[src/rtl/rtc_pkg.sv]
// Shared command layout for the real-time clock.
// Assumes a 3-bit function-out operand with independent bits.
package rtc_pkg;
    localparam int FO_W    = 3;
    localparam int FO_CLR  = 0;
    localparam int FO_ON   = 1;
    localparam int FO_OFF  = 2;

    typedef struct packed {
        logic stop;
        logic start;
        logic clr;
    } fo_cmd_t;
endpackage

[src/rtl/rtc_run_ctrl.sv]
// Run/stop control: decodes function-out commands into the run state,
// a prescaler restart pulse and a flag-clear pulse.
// Assumes fo_valid is a single-cycle strobe. Stop is applied before start.
module rtc_run_ctrl
    import rtc_pkg::*;
(
    input  logic            clk,
    input  logic            rst_n,
    input  logic            fo_valid,
    input  logic [FO_W-1:0] fo_op,
    output logic            run_q,
    output logic            restart,
    output logic            clr_ov
);
    fo_cmd_t cmd;
    logic    after_stop;

    // Unpack the operand and work out the state once stop has been applied.
    always_comb begin
        cmd        = fo_cmd_t'(fo_op);
        after_stop = run_q & ~(fo_valid & cmd.stop);
        restart    = fo_valid & cmd.start & ~after_stop;
        clr_ov     = fo_valid & cmd.clr;
    end

    // Run state register.
    always_ff @(posedge clk) begin
        if (!rst_n)        run_q <= 1'b0;
        else if (fo_valid) run_q <= after_stop | cmd.start;
    end


    stop_only_chk: assert property (@(posedge clk) disable iff (!rst_n)
        (fo_valid && fo_op[FO_OFF] && !fo_op[FO_ON]) |=> !run_q);

    start_runs_chk: assert property (@(posedge clk) disable iff (!rst_n)
        (fo_valid && fo_op[FO_ON]) |=> run_q);
endmodule

[src/rtl/rtc_prescaler.sv]
// Tick prescaler: emits a one-cycle tick every DIV cycles while run is high.
// Its phase returns to zero when stopped or on a restart pulse.
// Assumes DIV >= 2.
module rtc_prescaler #(
    parameter int DIV = 8
) (
    input  logic clk,
    input  logic rst_n,
    input  logic run,
    input  logic restart,
    output logic tick
);
    localparam int PW = (DIV > 2) ? $clog2(DIV) : 1;
    localparam logic [PW-1:0] LAST = PW'(DIV - 1);

    logic [PW-1:0] phase_q;

    // Tick fires on the last phase of each period.
    always_comb tick = run & (phase_q == LAST);

    // Phase counter.
    always_ff @(posedge clk) begin
        if (!rst_n || restart || !run) phase_q <= '0;
        else if (phase_q == LAST)      phase_q <= '0;
        else                           phase_q <= phase_q + 1'b1;
    end


    tick_spacing_chk: assert property (@(posedge clk) disable iff (!rst_n)
        tick |=> !tick);

    restart_phase_chk: assert property (@(posedge clk) disable iff (!rst_n)
        restart |=> !tick);
endmodule

[src/rtl/rtc_counter.sv]
// Tick counter with a sticky overflow flag.
// Load beats tick. A wrap sets the flag and beats a clear.
module rtc_counter #(
    parameter int W = 16
) (
    input  logic         clk,
    input  logic         rst_n,
    input  logic         tick,
    input  logic         load,
    input  logic [W-1:0] ld_data,
    input  logic         clr_ov,
    output logic [W-1:0] cnt_q,
    output logic         ovf_q
);
    logic wrap;

    // A wrap is a tick increment taking the all-ones value to zero.
    always_comb wrap = tick & ~load & (cnt_q == '1);

    // Counter register.
    always_ff @(posedge clk) begin
        if (!rst_n)    cnt_q <= '0;
        else if (load) cnt_q <= ld_data;
        else if (tick) cnt_q <= cnt_q + 1'b1;
    end

    // Overflow flag register.
    always_ff @(posedge clk) begin
        if (!rst_n)      ovf_q <= 1'b0;
        else if (wrap)   ovf_q <= 1'b1;
        else if (clr_ov) ovf_q <= 1'b0;
    end


    wrap_sets_chk: assert property (@(posedge clk) disable iff (!rst_n)
        (tick && !load && cnt_q == '1) |=> (ovf_q && cnt_q == '0));

    load_wins_chk: assert property (@(posedge clk) disable iff (!rst_n)
        load |=> cnt_q == $past(ld_data));

    hold_chk: assert property (@(posedge clk) disable iff (!rst_n)
        (!tick && !load) |=> $stable(cnt_q));

    clear_chk: assert property (@(posedge clk) disable iff (!rst_n)
        (clr_ov && !(tick && !load && cnt_q == '1)) |=> !ovf_q);
endmodule

[src/rtl/rtc_timer.sv]
// Real-time clock top: run control, prescaler and counter, plus sense and
// interrupt gating. Assumes CLK_HZ is a multiple of TICKS_PER_SEC with a
// ratio of at least 2.
module rtc_timer
    import rtc_pkg::*;
#(
    parameter int CLK_HZ        = 100_000_000,
    parameter int TICKS_PER_SEC = 1000,
    parameter int CNT_W         = 16
) (
    input  logic             clk,
    input  logic             rst_n,
    input  logic             fo_valid,
    input  logic [FO_W-1:0]  fo_op,
    input  logic             sense_sel,
    input  logic             int_en,
    input  logic             ld_en,
    input  logic [CNT_W-1:0] ld_data,
    output logic [CNT_W-1:0] cnt_o,
    output logic             ovf_o,
    output logic             run_o,
    output logic             sense_hit,
    output logic             irq
);
    localparam int DIV = CLK_HZ / TICKS_PER_SEC;

    logic run_q, restart, clr_ov, tick;

    rtc_run_ctrl u_ctrl (
        .clk(clk), .rst_n(rst_n), .fo_valid(fo_valid), .fo_op(fo_op),
        .run_q(run_q), .restart(restart), .clr_ov(clr_ov)
    );

    rtc_prescaler #(.DIV(DIV)) u_pre (
        .clk(clk), .rst_n(rst_n), .run(run_q), .restart(restart), .tick(tick)
    );

    rtc_counter #(.W(CNT_W)) u_cnt (
        .clk(clk), .rst_n(rst_n), .tick(tick), .load(ld_en), .ld_data(ld_data),
        .clr_ov(clr_ov), .cnt_q(cnt_o), .ovf_q(ovf_o)
    );

    // Output gating for run state, sense and interrupt.
    always_comb begin
        run_o     = run_q;
        sense_hit = sense_sel & ovf_o;
        irq       = ovf_o & int_en;
    end


    stopped_hold_chk: assert property (@(posedge clk) disable iff (!rst_n)
        (!run_o && !ld_en) |=> $stable(cnt_o));

    flag_sticky_chk: assert property (@(posedge clk) disable iff (!rst_n)
        (ovf_o && !(fo_valid && fo_op[FO_CLR])) |=> ovf_o);
endmodule

[config.mk]
export PLATFORM = sky130hd
export DESIGN_NAME = rtc_timer
export DESIGN_NICKNAME = d
export VERILOG_FILES = /design/src/rtl/rtc_pkg.sv /design/src/rtl/rtc_run_ctrl.sv /design/src/rtl/rtc_prescaler.sv /design/src/rtl/rtc_counter.sv /design/src/rtl/rtc_timer.sv
export SDC_FILE = /design/constraint.sdc
export NUM_CORES = 1
export LEC_CHECK = 0
export ABC_CLOCK_PERIOD_IN_PS = 1900
export BUFFER_PORTS_ARGS = -buffer_cell sky130_fd_sc_hd__buf_2
export CAP_MARGIN = 10
export CORE_MARGIN = 10
export CORE_UTILIZATION = 49
export CTS_CLUSTER_DIAMETER = 80
export CTS_CLUSTER_SIZE = 16
export DETAILED_ROUTE_END_ITERATION = 7
export PLACE_DENSITY_LB_ADDON = 0.2
export SETUP_SLACK_MARGIN = 0.2
export SYNTH_ARGS = -nofsm -noshare
export SYNTH_HDL_FRONTEND = slang
export SYNTH_SLANG_ARGS = --single-unit
[constraint.sdc]
create_clock -name clk -period 1.9 [get_ports clk]
set_input_delay 0.095 -clock clk [delete_from_list [all_inputs] [get_ports clk]]
set_output_delay 0.095 -clock clk [all_outputs]
set_load 0.02 [all_outputs]
# Word level (Yosys, flattened, before mapping)
# Index checks and enable logic that the tools add are counted.
# Widths: inputs -> output; s select.
# word_totals
out_inout_bits	20
regBits	35
# classes
addsub	2
bitwise	14
eq_ne	2
n_mux	4
n_reduce_logical	7
# op_table
operator	n
$mux 16	2
$add 17x1->17 const B	1
$eq 17x17->1 const B	1
$add 16x1->16 const B	1
$eq 16x16->1 const B	1
$and 1x1->1	10
$reduce_bool 2->1	2
$not 1->1	3
$logic_not 1->1	2
$logic_or 1x1->1	2
$mux 1	2
$reduce_or 2->1	1
$or 1x1->1	1

# Depth between registers and ports, before layout
# Gate-level depths: netlist of run 1.
# logic_depth
depth_word	8
mapped_depth	6
mapped_depth_nobuf	5

# By module
# Synthesis of run 1 repeated with hierarchy kept, for this count alone.
# unflattened
cells_unflattened	226
hier_area_um2	1871.8
# by_module_without_submodules
mod	cells_each	instances	area_per_inst_um2
rtc_counter	127	1	1002.2
rtc_prescaler	90	1	797.0
rtc_run_ctrl	7	1	60.1
rtc_timer	2	1	12.5

# Worst setup path before layout of run 1
# OpenSTA, ideal clock, no wires.
# synth_path
kind	reg-to-reg
startpoint	reg u_pre.phase_q[0]
endpoint	reg u_cnt.cnt_q[13]
synth_period_minus_slack_ns	1.881
t_arrival_ns	1.819
stages_incl_launch_ff	7
path_slack_ns	0.019
setup_time_ns	0.063
cell_sequence	dfxtp_1 > ha_1 > nand3_4 > or3_4 > buf_6 > or4_1 > nand3_1
# synth_via
elab_chain_len	3
# synth_rtl
item	line_no	source
start: declaration	rtc_prescaler.sv:16	logic [PW-1:0] phase_q;
start signal: assignment	rtc_prescaler.sv:25	else phase_q <= phase_q + 1'b1;
$eq 17x17->1	rtc_prescaler.sv:19	always_comb tick = run & (phase_q == LAST);
$and 1x1->1	rtc_prescaler.sv:19	
$reduce_bool 2->1 (no line)	-	
end signal: assignment	rtc_counter.sv:23	else if (load) cnt_q <= ld_data;
end signal: assignment	rtc_counter.sv:24	else if (tick) cnt_q <= cnt_q + 1'b1;
end: declaration	rtc_counter.sv:12	output logic [W-1:0] cnt_q,
# Every way passes these cells.
# A chain may end at the register's enable or synchronous reset.

# Worst setup path in the final report of run 1
# layout_path
startpoint	reg u_pre.phase_q[12]
endpoint	reg u_cnt.cnt_q[15]
# The elaborated chain is that of the path after synthesis.

==> results summary, run 1 <==
The run finished with clean final reports. The first global-routing pass estimated 10.0 mm of wire. The worst-path maximum fanout is 5. The initial detailed-routing violation count is 124. The number of cells on the worst reg-to-reg path came out at 5. The share of layout cells above drive strength 1 is 36.1%. The arrival time of data at the critical path endpoint came out at 1.97 ns.

The final setup skew came out at 0.00629 ns. In the layout the commonest cells are sky130_fd_sc_hd__buf_2, sky130_fd_sc_hd__buf_4, sky130_fd_sc_hd__nor2_1. The number of sinks on the clock net is 35.

The routed wire length is 6.18 mm. The most used flip-flop cell after synthesis is sky130_fd_sc_hd__dfxtp_1. The maximum frequency from static timing analysis came out at 558 MHz.

The number of buffer cells added on primary ports is 44. In this run, CTS created clock tree buffers numbering 5. The worst setup path is of the flip-flop to flip-flop kind. The number of nets produced by synthesis came out at 281. The complex-gate fraction of the synthesized area came out at 15.1%.

The areal power density over the cells is 572 nW/um^2. Dividing the detail-routed wire length by the instance count gives 16.4 um. Prior to clock tree synthesis, the placed netlist has a worst setup slack of 0.0951 ns. The vias per cell is 5.82.

The final worst hold slack came out at 0.0588 ns. The number of top-level pins came out at 45. The number of failing hold endpoints at the final stage came out at 0. The weighted congestion at the end of routability-driven global placement is 0.823.

The post-synthesis mux area share is 0%. The element type at the critical path end is a flip-flop. Setup repair after global routing could not meet its margin everywhere. The number of max-capacitance violations reported is 0. The number of cells traversed by the worst hold path came out at 3. The synthesized area per cell came out at 8.10 sq um. The count of state elements after synthesis is 35. Leaving out fill and tap cells, the most frequent cell in the layout is sky130_fd_sc_hd__buf_2. The die is 84.8 um wide. The relative slew slack is 61.9%.

The sequential fraction of the synthesis area is 34.0%. The core region is 4030 sq um. The overall power came out at 1.58 mW. The full die area is 7190 sq um. The xor and xnor area share after synthesis is 5.53%.

After synthesis, the largest family of logic cells by area is simple AND/OR/NAND/NOR gates. The sum of overflow across all layers after global routing came out at 0. The overall die height is 84.8 um. TritonCTS built the clock tree. The number of synthesized flops with an enable pin came out at 0. The number of iterations in the first detailed-routing pass is 4. The total count of max-transition violations in the final report is 0.

The fraction of registers with async set/reset came out at 0%. The HPWL after detailed placement is 4.20 mm. The clock insertion delay at the later pin of the skew report came out at 0.29 ns. The post-synthesis cell area is 2060 sq um. The number of remaining DRC errors is 0. After layout, the minimum clock period comes to 1.79 ns. Summed over all failing endpoints, the final setup total negative slack is 0 ns. The number of global-route vias before repair came out at 2,129. The number of diodes is 0. In this run the clock root is driven by a sky130_fd_sc_hd__clkbuf_8.

The worst voltage drop across the vdd grid came out at 0.479 mV. The fraction of the mapped netlist area in simple logic gates came out at 40.2%. The reported leakage power is 1.07 nW. The initial antenna violation count came out at 0. The worst setup path is launched from a flip-flop. The count of vias placed by the detailed router is 2,193. Of the total synthesized cell area, the portion taken by full adders, half adders and majority gates is 1.22%. The final worst slack came out at 0.107 ns.

The number of endpoints failing setup at the final stage is 0. The placed instance count is 351. The initial core utilization came out at 51.1%. The transition time of the tightest slew-check pin came out at 0.570 ns. Entering global routing, the biggest net connects 28 pins. The buffer depth of the longest clock path is 2. The synthesis warning total is 0. The net count of the finished layout is 353. The register-to-register path setup slack is 0.11 ns.

The CTS clock-pin slew for the worst setup and hold paths is 0.07 ns. After layout, the worst path uses 94.4% of the clock period. The post-route non-filler standard cell count is 377. For the worst setup path, the data required time is 2.08 ns. The relative area change from synthesis to final layout came out at 34.1%. The cell count after synthesis is 254. The number of distinct library cell variants in the gate-level netlist after synthesis is 50. The row count is 23. The number of H-tree levels came out at 2. The count of antenna-violating nets left after detailed routing came out at 0.

The min-delay analysis places its worst path in the category input pin to flip-flop. The overall fraction of global-route tracks in use is 16.4%.
[registers in the layout, indices dropped and copies added, names as in the netlist]
| register | count |
|---|---|
| u_cnt.ovf_q | 1 |
| u_cnt.cnt_q | 16 |
| u_pre.phase_q | 17 |
| u_ctrl.run_q | 1 |
[report_power, final]
group          total [mW]  internal (mW)  leakage [nW]  switching [mW]
logic               0.191         0.0806         0.721           0.110
registers           0.793          0.756         0.294          0.0376
clock network       0.594          0.331        0.0515           0.264
total                1.58           1.17          1.07           0.412
[metal layers]
layer | vias up | wire length, um | global-route usage (%) | part of all wire (%)
met5 | - | 0 | 0 | 0
met1 | 1032 | 2550 | 18.4 | 41
met3 | 7 | 322 | 5.07 | 5.2
li1 | 1103 | - | - | -
met4 | 0 | 95 | 4.64 | 1.5
met2 | 51 | 3220 | 29.0 | 52
[critical path, stage by stage, from the launching register on]
cell and delay (ns):
sky130_fd_sc_hd__dfxtp_4 0.36, sky130_fd_sc_hd__or4b_4 0.60, sky130_fd_sc_hd__buf_4 0.18, sky130_fd_sc_hd__nor3_4 0.11, sky130_fd_sc_hd__a21oi_1 0.08, sky130_fd_sc_hd__or3_1 0.36
[final timing paths]
path                           startpoint                      endpoint
min                           ld_data[11]  u_cnt.cnt_q[11]$_SDFFE_PN0P_
min reg2reg      u_cnt.ovf_q$_SDFFE_PN0P_      u_cnt.ovf_q$_SDFFE_PN0P_
max reg2reg  u_pre.phase_q[12]$_SDFF_PP0_  u_cnt.cnt_q[15]$_SDFFE_PN0P_
max          u_pre.phase_q[12]$_SDFF_PP0_  u_cnt.cnt_q[15]$_SDFFE_PN0P_
[cell families after synthesis]
logic type,count (synthesis)
buffers and inverters,18
adder cells (fa/ha/maj),2
AND/OR/NAND/NOR,141
XOR/XNOR,13
AO/OA/AOI/OAI,45
flip-flops,35
[Yosys cell counts, drive strengths merged (3+ instances only)]
| cell type | count | share of area [%] |
|---|---|---|
| inv | 6 | 1.1 |
| clkbuf | 8 | 1.5 |
| xor2 | 4 | 1.7 |
| nand3 | 18 | 5.0 |
| buf | 4 | 1.3 |
| nand4 | 14 | 4.6 |
| nor3 | 11 | 2.9 |
| and3 | 8 | 2.4 |
| or2 | 3 | 0.91 |
| dfxtp | 35 | 34 |
| or3 | 3 | 1.2 |
| xnor2 | 9 | 3.8 |
| nand2 | 18 | 3.3 |
| a311oi | 5 | 2.1 |
| nor2b | 7 | 2.1 |
| or4 | 5 | 1.8 |
| a21oi | 4 | 0.97 |
| nor4 | 9 | 3.5 |
| a211oi | 6 | 2.2 |
| nor2 | 27 | 4.9 |
| o21ai | 14 | 3.4 |
| o31ai | 4 | 1.5 |
| nor3b | 5 | 1.8 |
| and4 | 5 | 2.1 |
[through the flow]
step	utilization [%]	cell area (sq um)
after detailed placement	60.5	2440
after floorplan	-	2100
after global routing	68.5	2760
after global placement	60.5	2440
final	68.5	2760
after CTS	65.3	2630
[repair_timing]
action,in CTS,in global routing
hold buffers,0,0
endpoints found under the setup margin,13,32
pin swaps,14,6
setup buffers,9,9
gates resized for setup,8,20
[final cells by class]
type	count	area [sq um]
multi-input combinational	201	1380
sequential	35	726
tap	50	62.6
timing repair buffer	77	473
fill	340	1270
inverter	6	22.5
clock buffer	8	100
Power figures use the tool's default switching activity.
==> inputs of run 2 (changes only) <==
--- a/config.mk
+++ b/config.mk
@@ -5,6 +5,7 @@
 export SDC_FILE = /design/constraint.sdc
 export NUM_CORES = 1
 export LEC_CHECK = 0
+export ABC_AREA = 1
 export ABC_CLOCK_PERIOD_IN_PS = 1900
 export BUFFER_PORTS_ARGS = -buffer_cell sky130_fd_sc_hd__buf_2
 export CAP_MARGIN = 10
==> run 2 against run 1 <==
Net effect:
- die area is 1.7% higher
- cell count is 12% higher
- critical path depth is 5 higher
- highest routed layer unchanged
- sequential share of layout area is 2.0 points higher
- via count is 3.5% lower
- sequential cell count stayed put
==> results summary, run 2 <==
The fraction of synthesized cell area taken by the top area cell type came out at 33.3% (-0.75 points). The number of buffer cells added on primary ports is 44 (unchanged). The routed wire length is 5.14 mm (-17%). The global-route wire length before repair is 8.76 mm (-13%).

The number of sinks on the clock net is 35 (unchanged). The clock insertion delay at the later pin of the skew report came out at 0.29 ns (about the same). The element type at the critical path end is a flip-flop. The worst-path maximum fanout is 16 (+11). The vias per cell came to 5.03 (-14%). The overall fraction of global-route tracks in use is 14.3% (-2.1 points).

The setup TNS is 0 ns (unchanged). The number of H-tree levels is 2 (unchanged). The final setup skew came out at 0.00843 ns (+0.00214 ns). The final net count is 397 (+12%). The transition time of the tightest slew-check pin came out at 0.329 ns (-0.242 ns). STA classifies the critical path startpoint as a flip-flop.

In the layout the commonest cells are sky130_fd_sc_hd__nand2_1, sky130_fd_sc_hd__buf_2, sky130_fd_sc_hd__nor2_1. The library cell used most frequently in the layout, excluding fill and tap cells, is sky130_fd_sc_hd__nand2_1. The HPWL after detailed placement was 3.88 mm (-7.6%). The synthesis warning total came out at 0 (unchanged). The post-layout instance area came out at 2480 sq um (-10%). The reported leakage power is 1.06 nW (-0.31%).

The count of antenna-violating nets left after detailed routing came out at 0 (unchanged). The flow ran to the end, and the final reports show no timing, DRC or antenna violations. The arrival time of data at the critical path endpoint came out at 1.78 ns (-0.19 ns).

The CTS clock-pin slew for the worst setup and hold paths came out at 0.07 ns (about the same). The synthesized area per cell is 6.52 sq um (-20%). The count of state elements after synthesis is 35 (unchanged).

The number of failing hold endpoints at the final stage is 0 (unchanged). The fraction of registers with async set/reset is 0% (unchanged). Summed over all instances, the cell type with the most area after synthesis is sky130_fd_sc_hd__dfxtp_1.

The cell count after synthesis is 323 (+27%). The number of top-level pins came out at 45 (unchanged). The weighted congestion at the end of routability-driven global placement came out at 0.828 (+0.62%). Among all cell types in the netlist, the one instantiated most often is sky130_fd_sc_hd__nand2_1. The row count came to 23 (unchanged). The placed instance count came out at 413 (+18%). The maximum number of pins on one net before global-route repair is 18 (-36%). The worst stage delay on the critical path is 0.32 ns (-0.28 ns).

The number of iterations in the first detailed-routing pass came out at 4 (unchanged). The number of remaining DRC errors is 0 (unchanged). Counting flops per register, the top entry is u_pre.phase_q. In this run the worst setup path begins at u_pre.phase_q[0]$_SDFF_PP0_. Sorting the synthesized cells by how often they occur yields sky130_fd_sc_hd__nand2_1, sky130_fd_sc_hd__nor2_1, sky130_fd_sc_hd__dfxtp_1, sky130_fd_sc_hd__inv_1, sky130_fd_sc_hd__nand3_1. The number of nets produced by synthesis came out at 350 (+25%). The min-delay analysis places its worst path in the category input pin to flip-flop. The placed cell area came to 2360 sq um (-3.3%). The clock period minus final worst setup slack came out at 1.56 ns (-0.231 ns).

The overall die height came out at 85.5 um (+0.85%). The worst voltage drop across the vdd grid is 0.537 mV (+12%). The count of vias placed by the detailed router came to 2,116 (-3.5%).

Traced cell by cell, the critical path runs through ha_1, nand2_2, inv_2, nand2_2, inv_2, nand4_4, nand2_4, inv_4, nand2_1, a21oi_1. The sum of overflow across all layers after global routing came out at 0 (unchanged). The part of the cycle the worst path needs came out at 82.2% (-12 points). The share of layout cells above drive strength 1 came out at 22.4% (-14 points). The post-route non-filler standard cell count came out at 421 (+12%). The critical path is of the flip-flop to flip-flop type. The TritonCTS clock tree is yes. The detail-routed net length per standard cell came out at 12.2 um (-26%).

In the final layout, the registers with the most flip-flops are u_pre.phase_q (17), u_cnt.cnt_q (16). The initial detailed-routing violation count is 107 (-14%). The sequential fraction of the synthesis area is 33.3% (-0.75 points). The relative slew slack is 78.0% (+16 points).

The buffer depth of the longest clock path came out at 2 (unchanged). The overall power came out at 1.56 mW (-1.1%). Setup repair after global routing left no endpoint under its margin.

The total setup buffers inserted after CTS is 0 (-9). The number of diodes came out at 0 (unchanged). The total count of max-transition violations in the final report is 0 (unchanged). The post-synthesis cell area is 2100 sq um (+2.2%). For this design, the slowest cell found on the critical path is sky130_fd_sc_hd__dfxtp_1. The number of distinct library cell variants in the gate-level netlist after synthesis is 35 (-30%). The TritonCTS buffer count is 5 (unchanged). The number of synthesized flops with an enable pin was 0 (unchanged). The number of max-capacitance violations reported came out at 0 (unchanged). The root buffer cell chosen for the clock tree is sky130_fd_sc_hd__clkbuf_8. The core area came to 4090 sq um (+1.4%). The initial core utilization was 51.5% (+0.41 points).

The number of global-route vias before repair is 2,018 (-5.2%). The full die area came out at 7320 sq um (+1.7%). The maximum frequency from static timing analysis is 640 MHz (+15%).

The relative area change from synthesis to final layout is 17.7%. The required time of the critical path is 2.12 ns (+0.04 ns). The initial antenna violation count came out at 0 (unchanged). The number of flip-flops under the largest register name is 17 (unchanged). The areal power density over the cells came out at 631 nW/um^2 (+10%). In this run the most critical hold path is launched from fo_op[0]. The number of endpoints failing setup at the final stage came out at 0 (unchanged).

Ranked by total cell area, the synthesized netlist is headed by sky130_fd_sc_hd__dfxtp_1, sky130_fd_sc_hd__nand2_1, sky130_fd_sc_hd__nor2_1. The most used flip-flop cell after synthesis is sky130_fd_sc_hd__dfxtp_1. The worst register-to-register path begins at u_pre.phase_q[0]$_SDFF_PP0_. The horizontal extent of the die is 85.5 um (+0.85%).
[run 2: changes by cell type in the layout (fill, tap and decap cells not counted), moves of 6 or more]
cell,previous run,this run
sky130_fd_sc_hd__a211oi_1,6,0
sky130_fd_sc_hd__a21oi_1,3,21
sky130_fd_sc_hd__and3_1,8,0
sky130_fd_sc_hd__buf_4,30,3
sky130_fd_sc_hd__dfxtp_1,23,35
sky130_fd_sc_hd__dfxtp_2,8,0
sky130_fd_sc_hd__inv_1,6,26
sky130_fd_sc_hd__nand2_1,18,94
sky130_fd_sc_hd__nand3_1,17,23
sky130_fd_sc_hd__nand4_1,13,5
sky130_fd_sc_hd__nor2_1,26,43
sky130_fd_sc_hd__nor2b_1,7,0
sky130_fd_sc_hd__nor4_1,7,1
[run 2: path summary, 6_finish.rpt]
| kind | end | slack [ns] | cells past startpoint |
|---|---|---|---|
| max | u_cnt.cnt_q[6]$_SDFFE_PN0P_ | 0.34 | 10 |
| min | u_cnt.ovf_q$_SDFFE_PN0P_ | 0.07 | 4 |
| max reg2reg | u_cnt.cnt_q[6]$_SDFFE_PN0P_ | 0.34 | 10 |
| min reg2reg | u_pre.phase_q[0]$_SDFF_PP0_ | 0.45 | 1 |
[run 2: per-stage QoR]
step / util [%] / setup slack, ns / hold WS (ns)
6_report: 60.6 / 0.338 / 0.0677
5_1_grt: 60.6 / 0.222 / 0.0630
4_1_cts: 60.2 / 0.280 / 0.0633
3_5_place_dp: 57.7 / 0.301 / 0.368
3_3_place_gp: 57.7 / 0.339 / 0.369
2_1_floorplan: - / 0.435 / 0.231
[run 2: logic make-up after synthesis]
group	count (synthesis)	share of synthesized area, %
compound gates	35	8.50
xor+xnor	9	3.75
fa+ha+maj	2	1.19
buf+inv	41	8.50
flops	35	33.3
simple gates	201	44.8
[run 2: what timing repair did]
action	CTS	global route
hold buffers	0	0
endpoints found under the setup margin	0	27
gates resized for setup	0	5
[run 2: routing by layer]
metal	part of all wire, %	GRT usage (%)	wire [um]	vias to the layer above
li1	-	-	-	1126
met1	41	14.3	2110	936
met2	51	26.8	2620	45
met3	6.5	4.35	335	9
met4	1.4	5.54	74	0
met5	0	0	0	-
[run 2: power by group]
group	internal (mW)	total, mW	switching [mW]
clock	0.331	0.590	0.260
sequential	0.756	0.786	0.0302
combinational	0.0732	0.186	0.112
total	1.16	1.56	0.402
[run 2: worst max-delay path: cells and delay by family (launching register included)]
| family | cells | cell delay, ns |
|---|---|---|
| flops | 1 | 0.32 |
| fa+ha+maj | 1 | 0.22 |
| buf+inv | 3 | 0.29 |
| simple gates | 5 | 0.51 |
| compound gates | 1 | 0.15 |
[run 2: final cells by class]
cell class | instances | area (sq um)
Multi-Input combinational cell | 247 | 1240
Sequential cell | 35 | 701
Fill cell | 391 | 1610
Tap cell | 50 | 62.6
Inverter | 34 | 130
Clock buffer | 8 | 100
Timing Repair Buffer | 47 | 243
